**config.mk**
```make
export PLATFORM = sky130hd
export DESIGN_NAME = sec_tlb
export DESIGN_NICKNAME = d
export VERILOG_FILES = /design/src/rtl/sec_tlb_pkg.sv /design/src/rtl/sec_tlb_ctrl.sv /design/src/rtl/sec_tlb_dp.sv /design/src/rtl/sec_tlb.sv
export SDC_FILE = /design/constraint.sdc
export NUM_CORES = 1
export LEC_CHECK = 0
export ABC_AREA = 1
export BUFFER_PORTS_ARGS = -buffer_cell sky130_fd_sc_hd__buf_2
export CORE_ASPECT_RATIO = 1.5
export CORE_MARGIN = 4
export CORE_UTILIZATION = 50
export DETAILED_ROUTE_END_ITERATION = 10
export GPL_ROUTABILITY_DRIVEN = 0
export GPL_TIMING_DRIVEN = 0
export MAX_ROUTING_LAYER = met4
export PLACE_DENSITY = 0.78
export SETUP_SLACK_MARGIN = 0.15
export SYNTH_ARGS = -nofsm -noshare
export SYNTH_HDL_FRONTEND = slang
export SYNTH_HIERARCHICAL = 1
export SYNTH_SLANG_ARGS = --single-unit
```
**constraint.sdc**
```tcl
create_clock -name clk -period 7.1 [get_ports clk]
set_clock_uncertainty 0.2 [all_clocks]
set_input_delay 1.065 -clock clk [delete_from_list [all_inputs] [get_ports clk]]
set_output_delay 1.065 -clock clk [all_outputs]
set_load 0.05 [all_outputs]
```
**src/rtl/sec_tlb_pkg.sv**
```systemverilog
package sec_tlb_pkg;

  // Strobes from the control half to the entry array.
  typedef struct packed {
    logic wrEn;    // write the entry selected by wrIdx
    logic wrNs;    // access-security bit to store
    logic clrSec;  // invalidate secure-owned entries
    logic clrNsec; // invalidate non-secure-owned entries
  } tlbStrobe_t;

endpackage

```
**src/rtl/sec_tlb_ctrl.sv**
```systemverilog
module sec_tlb_ctrl
  import sec_tlb_pkg::*;
#(
  parameter int ENTRIES = 8,
  localparam int IDX_W = (ENTRIES > 1) ? $clog2(ENTRIES) : 1
) (
  input  logic               clk,
  input  logic               rstN,
  input  logic               worldNs,
  input  logic               fillEn,
  input  logic               fillNs,
  input  logic               flushWorld,
  input  logic               flushWorldNs,
  input  logic               flushAll,
  input  logic [ENTRIES-1:0] fillMatch,
  input  logic               rspValid,
  input  logic               rspErr,
  output tlbStrobe_t         strobe,
  output logic [IDX_W-1:0]   wrIdx,
  output logic               abortReq
);

  localparam logic [IDX_W-1:0] LAST_IDX = IDX_W'(ENTRIES - 1);

  logic [IDX_W-1:0] rrPtr;
  logic [IDX_W-1:0] matchIdx;
  logic             anyMatch;

  // Encode the (at most one-hot) match vector.
  always_comb begin
    matchIdx = '0;
    for (int i = 0; i < ENTRIES; i++) begin
      if (fillMatch[i]) matchIdx = IDX_W'(i);
    end
  end

  assign anyMatch = |fillMatch;
  assign wrIdx    = anyMatch ? matchIdx : rrPtr;

  always_comb begin
    strobe.wrEn    = fillEn;
    // Non-secure fills always store the non-secure attribute.
    strobe.wrNs    = worldNs | fillNs;
    strobe.clrSec  = flushAll | (flushWorld & ~flushWorldNs);
    strobe.clrNsec = flushAll | (flushWorld & flushWorldNs);
  end

  always_ff @(posedge clk) begin
    if (!rstN) begin
      rrPtr <= '0;
    end else if (fillEn && !anyMatch) begin
      rrPtr <= (rrPtr == LAST_IDX) ? '0 : rrPtr + 1'b1;
    end
  end

  // A rejected access becomes an abort; no retry is attempted.
  always_ff @(posedge clk) begin
    if (!rstN) abortReq <= 1'b0;
    else       abortReq <= rspValid & rspErr;
  end

endmodule

```
**src/rtl/sec_tlb_dp.sv**
```systemverilog
module sec_tlb_dp
  import sec_tlb_pkg::*;
#(
  parameter int ENTRIES = 8,
  parameter int ADDR_W  = 32,
  parameter int OFS_W   = 20,
  localparam int TAG_W  = ADDR_W - OFS_W,
  localparam int IDX_W  = (ENTRIES > 1) ? $clog2(ENTRIES) : 1
) (
  input  logic               clk,
  input  logic               rstN,
  input  tlbStrobe_t         strobe,
  input  logic [IDX_W-1:0]   wrIdx,
  input  logic [TAG_W-1:0]   wrTag,
  input  logic [TAG_W-1:0]   wrBase,
  input  logic               wrWorld,
  input  logic [ADDR_W-1:0]  lkVa,
  input  logic               lkWorld,
  output logic               lkHit,
  output logic [ADDR_W-1:0]  lkPa,
  output logic               lkNs,
  output logic [ENTRIES-1:0] fillMatch
);

  logic [ENTRIES-1:0] entValid;
  logic [ENTRIES-1:0] entNs;
  logic [ENTRIES-1:0] entWorld;
  logic [TAG_W-1:0]   entTag  [ENTRIES];
  logic [TAG_W-1:0]   entBase [ENTRIES];

  logic [ENTRIES-1:0] hitVec;
  logic [TAG_W-1:0]   hitBase;
  logic               hitNs;
  logic [TAG_W-1:0]   lkTag;

  assign lkTag = lkVa[ADDR_W-1:OFS_W];

  // Per-entry comparators for lookup and for fill de-duplication.
  for (genvar g = 0; g < ENTRIES; g++) begin : g_cmp
    assign hitVec[g]    = entValid[g] && (entTag[g] == lkTag)
                          && (entWorld[g] == lkWorld);
    assign fillMatch[g] = entValid[g] && (entTag[g] == wrTag)
                          && (entWorld[g] == wrWorld);
  end

  // AND-OR read mux; at most one entry hits.
  always_comb begin
    lkHit   = 1'b0;
    hitBase = '0;
    hitNs   = 1'b0;
    for (int i = 0; i < ENTRIES; i++) begin
      if (hitVec[i]) begin
        lkHit   = 1'b1;
        hitBase = hitBase | entBase[i];
        hitNs   = hitNs | entNs[i];
      end
    end
  end

  assign lkPa = lkHit ? {hitBase, lkVa[OFS_W-1:0]} : '0;
  assign lkNs = lkHit ? hitNs : 1'b1;

  // Entry storage: a fill wins over a flush of the same slot.
  always_ff @(posedge clk) begin
    if (!rstN) begin
      entValid <= '0;
      entNs    <= '0;
      entWorld <= '0;
      for (int i = 0; i < ENTRIES; i++) begin
        entTag[i]  <= '0;
        entBase[i] <= '0;
      end
    end else begin
      for (int i = 0; i < ENTRIES; i++) begin
        if (strobe.wrEn && (wrIdx == IDX_W'(i))) begin
          entValid[i] <= 1'b1;
          entTag[i]   <= wrTag;
          entBase[i]  <= wrBase;
          entNs[i]    <= strobe.wrNs;
          entWorld[i] <= wrWorld;
        end else if ((strobe.clrSec && !entWorld[i]) ||
                     (strobe.clrNsec && entWorld[i])) begin
          entValid[i] <= 1'b0;
        end
      end
    end
  end

endmodule

```
**src/rtl/sec_tlb.sv**
```systemverilog
module sec_tlb
  import sec_tlb_pkg::*;
#(
  parameter int ENTRIES = 8,
  parameter int ADDR_W  = 32,
  parameter int OFS_W   = 20,
  localparam int TAG_W  = ADDR_W - OFS_W,
  localparam int IDX_W  = (ENTRIES > 1) ? $clog2(ENTRIES) : 1
) (
  input  logic              clk,
  input  logic              rstN,
  input  logic              worldNs,
  input  logic [ADDR_W-1:0] lkVa,
  output logic              lkHit,
  output logic [ADDR_W-1:0] lkPa,
  output logic              lkNs,
  output logic              walkNs,
  input  logic              fillEn,
  input  logic [TAG_W-1:0]  fillTag,
  input  logic [TAG_W-1:0]  fillBase,
  input  logic              fillNs,
  input  logic              flushWorld,
  input  logic              flushWorldNs,
  input  logic              flushAll,
  input  logic              rspValid,
  input  logic              rspErr,
  output logic              abortReq
);

  tlbStrobe_t         strobe;
  logic [IDX_W-1:0]   wrIdx;
  logic [ENTRIES-1:0] fillMatch;

  // Table reads carry the security type of the current world.
  assign walkNs = worldNs;

  sec_tlb_ctrl #(.ENTRIES(ENTRIES)) u_ctrl (
    .clk         (clk),
    .rstN        (rstN),
    .worldNs     (worldNs),
    .fillEn      (fillEn),
    .fillNs      (fillNs),
    .flushWorld  (flushWorld),
    .flushWorldNs(flushWorldNs),
    .flushAll    (flushAll),
    .fillMatch   (fillMatch),
    .rspValid    (rspValid),
    .rspErr      (rspErr),
    .strobe      (strobe),
    .wrIdx       (wrIdx),
    .abortReq    (abortReq)
  );

  sec_tlb_dp #(.ENTRIES(ENTRIES), .ADDR_W(ADDR_W), .OFS_W(OFS_W)) u_dp (
    .clk      (clk),
    .rstN     (rstN),
    .strobe   (strobe),
    .wrIdx    (wrIdx),
    .wrTag    (fillTag),
    .wrBase   (fillBase),
    .wrWorld  (worldNs),
    .lkVa     (lkVa),
    .lkWorld  (worldNs),
    .lkHit    (lkHit),
    .lkPa     (lkPa),
    .lkNs     (lkNs),
    .fillMatch(fillMatch)
  );

endmodule

```
After elaboration in Yosys (flattened, before gate mapping). Memories as Yosys holds them, arrays and structs flattened. Index checks and enable logic that the tools add are counted.

Bitwise operators: 37. Mux-type cells: 92. Equality and inequality tests: 32. Add/subtract/negate cells: 1. Reductions and logical operators: 84.

Operators with widths (count): 12-bit two-way mux (24); 12-bit == test (16); 12-bit bitwise OR (7); 1-bit two-way mux (59); 1-bit logical AND (57); 32-bit two-way mux (1); 1-bit bitwise OR (26); 3-bit two-way mux (6); 2-bit nonzero test (8); 3-bit == test, second input constant (5); 1-bit zero test (9); 1-bit == test (8); 1-bit logical OR (8); 8-bit OR reduction (1); 3-bit by 2-bit == test with 1-bit output, second input constant (2); 2-bit two-way mux (2); 3-bit by 1-bit adder with 3-bit output, second input constant (1); 1-bit bitwise AND (3); 3-bit by 1-bit == test with 1-bit output, second input constant (1); 3-bit zero test (1); 1-bit inverter (1).

Output and inout bits: 36. RAM bits: 192. Memories: 2. Logic and storage cells: 274. Bits in registers: 28. Input port bits: 66.

Memory list: u_dp.entBase (depth 8, bits a word 12, read ports 8, clocked after memory_dff 0, write ports 8, RTL line sec_tlb_dp.sv:29) `logic [TAG_W-1:0] entBase [ENTRIES];`; u_dp.entTag (depth 8, bits a word 12, read ports 8, clocked after memory_dff 0, write ports 8, RTL line sec_tlb_dp.sv:28) `logic [TAG_W-1:0] entTag [ENTRIES];`.

Depth between registers and ports, before layout. An unclocked memory read counts as a cell.

Depth in word-level cells: 20. Depth in mapped cells: 18. Depth with buffers taken out: 17.

By module. Netlist, hierarchy kept.

Modules (own cells, without submodules): sec_tlb_dp (cells an instance 1459, seq. area each 6246.0 sq um, times used 1, area an instance 11841.4 sq um); sec_tlb_ctrl (cells an instance 45, seq. area each 80.1 sq um, times used 1, area an instance 305.3 sq um); sec_tlb (cells an instance 1, seq. area each 0.0 sq um, times used 1, area an instance 7.5 sq um).

Worst setup path before layout. No wires, ideal clock.

Kind: input -> register. Start point: input port fillTag[9]. End point: memory u_dp/entBase[0][24] (netlist bit), enable pin. Path buffers: 2. Stages on the path: 12. Setup time: 0.443 ns. Data arrival time: 4.798 ns. Path slack: 1.659 ns. Required time: 6.457 ns. Cells stage by stage: clkbuf_1 -> inv_1 -> clkbuf_1 -> a221oi_1 -> nand3_1 -> nor2_1 -> nor2_1 -> o311ai_0 -> inv_1 -> nor2_1 -> inv_1 -> o21ai_0.

RTL lines: from (decl) (RTL line sec_tlb.sv:19) `input logic [TAG_W-1:0] fillTag,`; to (decl) (RTL line sec_tlb_dp.sv:29).

==> results_dict.tcl <==
set metrics [dict create \
    outcome "finished with violations" \
    violations "design-rule violations" \
    h-tree-depth 1 \
    clock_sinks 220 \
    startpoint_type "primary input" \
    die_h_um 199 \
    nets 1689 \
    vdd_ir_drop_max_uv 221 \
    crit_required_ns 7.02 \
    min_path_type "flip-flop to flip-flop" \
    grt_max_degree 26 \
    syn_area_sq_um 12200 \
    period_share_pct 83.1 \
    rsz0062_at_grt "false" \
    syn2layout_area_growth_pct 13.5 \
    maxCapViolations 0 \
    clk_latency_ns 0.52 \
    syn_area_per_cell_sq_um 8.08 \
    crit_path_max_fanout 24 \
    crit_buf_inv 7 \
    antenna_cells 0 \
    slowest_stage "nand2_1" \
    synth.yosys.seq_area_share_pct 52.0 \
    postRouteWirelength_um 41500 \
    crit_family "buffers and inverters" \
    finalSetupTns_ns 0 \
    setup_viol 0 \
    drive_above_1_share_pct 13.2 \
    track_usage_pct 30.7 \
    layout_commonest_cell "nand2_1" \
    fillCellCount 2134 \
    max_stage_delay_ns 0.87 \
    viasPerCell 5.99 \
    ant_nets 0 \
    cts-root-buf "clkbuf_16" \
    syn-instance-count 1505 \
    whs_path_depth 2 \
    hold_viol 0 \
    grt_pass1_vias 11047 \
    max_freq_mhz 170 \
    antenna_found_initial 0 \
    crit_chain "buf_2, clkbuf_1, inv_1, clkbuf_1, a21oi_1, nand3_1, nor2_1, nor2_1, o311ai_0, inv_1, nor2_1, inv_1, nor2_1, inv_1, nand2_1" \
    first_pass_iters 11 \
    vias 11713 \
    ioPinCount 102 \
    path_class "primary input to flip-flop" \
    final_cell_mix "nand2_1 (427), nor2_1 (249), edfxtp_1 (192), inv_1 (162), nand3_1 (125)" \
    syn-num-nets 1573 \
    start_util_pct 51.0 \
    cts_tree "yes" \
    arrival_ns 5.81 \
    total_power_mw 3.02 \
    ctsLongestPathBuffers 3 \
    max_slew.worst_pin.slew_ns 1.25 \
    power.density_nw_per_um2 219 \
    synth-seq-cells 220 \
    cts_made_buffers 22 \
    final-max-slew-violation-count 0 \
    end_kind "flip-flop" \
    drcViolationCount 2 \
    synthDistinctLibCells 33 \
    min_period_ns 5.90 \
    core_area_sq_um 23800 \
    yosysWarnings 6 \
    cts.clk_slew.worst_paths_ns 0.07 \
    holdWs_ns 0.271 \
    port_buffers 88 \
    cts_setup_buffers 0 \
    grt_pass1_wl_um 60100 \
    die_w_um 135 \
    max_slew_margin_pct 16.5 \
    grt.overflow.total 0 \
    leakagePower_nw 6.27 \
    dieArea_sq_um 26900 \
    reg2regPathDepth 13 \
    wl_per_cell_um 21.2 \
    cts_resized 0 \
    rows 69 \
    cts_hold_buf 0 \
    dp_hpwl_um 29500 \
    drt_iter0_drc 1771 \
    cp_num_cells 15 \
]
area by class of cell:
class	count	area (sq um)	share of cell area (%)
Sequential cell	220	6330	45.9
Multi-Input combinational cell	1037	4810	34.9
Clock buffer	34	688	4.99
Inverter	178	668	4.84
Timing Repair Buffer	92	500	3.63
Tap cell	319	399	2.89
Buffer	70	360	2.61
Clock inverter	6	33.8	0.245
metal layers:
layer | global-route usage (%) | part of all wire, % | vias to the layer above
met5 | - | 0 | -
met4 | 22.2 | 8.9 | 0
met3 | 7.01 | 13 | 320
met2 | 49.5 | 47 | 931
met1 | 33.1 | 31 | 5267
li1 | - | - | 5195
state kept, by name, summed over array words and instances (netlist names):
signal           count
u_dp/entTag         96
u_ctrl/abortReq      1
u_dp/entNs           8
u_dp/entWorld        8
u_ctrl/rrPtr         3
u_dp/entBase        96
u_dp/entValid        8
tightest hold or removal path: stages (launching register included):
cell and delay (ns):
dfxtp_1 0.31, inv_1 0.05, o22ai_1 0.06
path summary, 6_finish.rpt:
check / startpoint / end / slack (ns)
setup / recovery: worldNs / u_dp/entBase[1][29] / 1.20
hold / removal: u_dp/entNs[2] / u_dp/entNs[2] / 0.27
setup reg to reg: u_dp/entTag[0][28] / u_dp/entBase[1][29] / 2.63
hold reg to reg: u_dp/entNs[2] / u_dp/entNs[2] / 0.27
power by group:
part	switching, mW	leakage, nW	internal (mW)
registers	0.0429	2.19	1.48
clock network	0.494	0.361	0.669
logic	0.245	3.72	0.0935
cells in the mapped netlist:
| cell type | count | area, sq um |
|---|---|---|
| a21boi_2 | 20 | 225 |
| a21oi_1 | 18 | 90.1 |
| a221oi_1 | 17 | 149 |
| buf_1 | 1 | 3.75 |
| buf_2 | 27 | 135 |
| buf_4 | 9 | 67.6 |
| buf_6 | 4 | 45.0 |
| clkbuf_1 | 29 | 109 |
| clkinv_1 | 7 | 26.3 |
| dfxtp_1 | 28 | 561 |
| edfxtp_1 | 192 | 5770 |
| ha_1 | 2 | 25.0 |
| inv_1 | 162 | 608 |
| inv_2 | 9 | 33.8 |
| nand2_1 | 427 | 1600 |
| nand2_2 | 2 | 12.5 |
| nand3_1 | 125 | 626 |
| nand4_1 | 2 | 12.5 |
| nor2_1 | 249 | 935 |
| nor2_2 | 12 | 75.1 |
| nor2_8 | 1 | 20.0 |
| nor3_1 | 1 | 5.00 |
| nor4_1 | 14 | 87.6 |
| o211ai_1 | 11 | 82.6 |
| o21ai_0 | 42 | 210 |
| o21ai_1 | 4 | 20.0 |
| o21bai_1 | 1 | 7.51 |
| o221ai_1 | 1 | 8.76 |
| o22ai_1 | 65 | 407 |
| o311ai_0 | 1 | 8.76 |
| or2_2 | 1 | 6.26 |
| xnor2_1 | 3 | 26.3 |
| xor2_1 | 18 | 158 |
cell families after synthesis:
kind of cell | share of synthesized area [%]
and+or+nand+nor | 27.8
xor gates and xnor gates | 1.51
AOI/OAI and AO/OA | 9.94
DFF | 52.0
buffers and inverters | 8.46
adders and majority gates | 0.206
metrics by stage:
step           worst slack, ns  cells  utilization, %  area (sq um)
2_1_floorplan             1.66   1505               -         12200
6_report                  1.20   1956            57.9         13800
3_5_place_dp              1.04   1916            54.8         13100
5_1_grt                   1.15   1956            57.9         13800
3_3_place_gp            -0.658   1912            54.5         13000
4_1_cts                   1.51   1956            57.9         13800
Note: power is estimated with default switching activity, not from simulation.
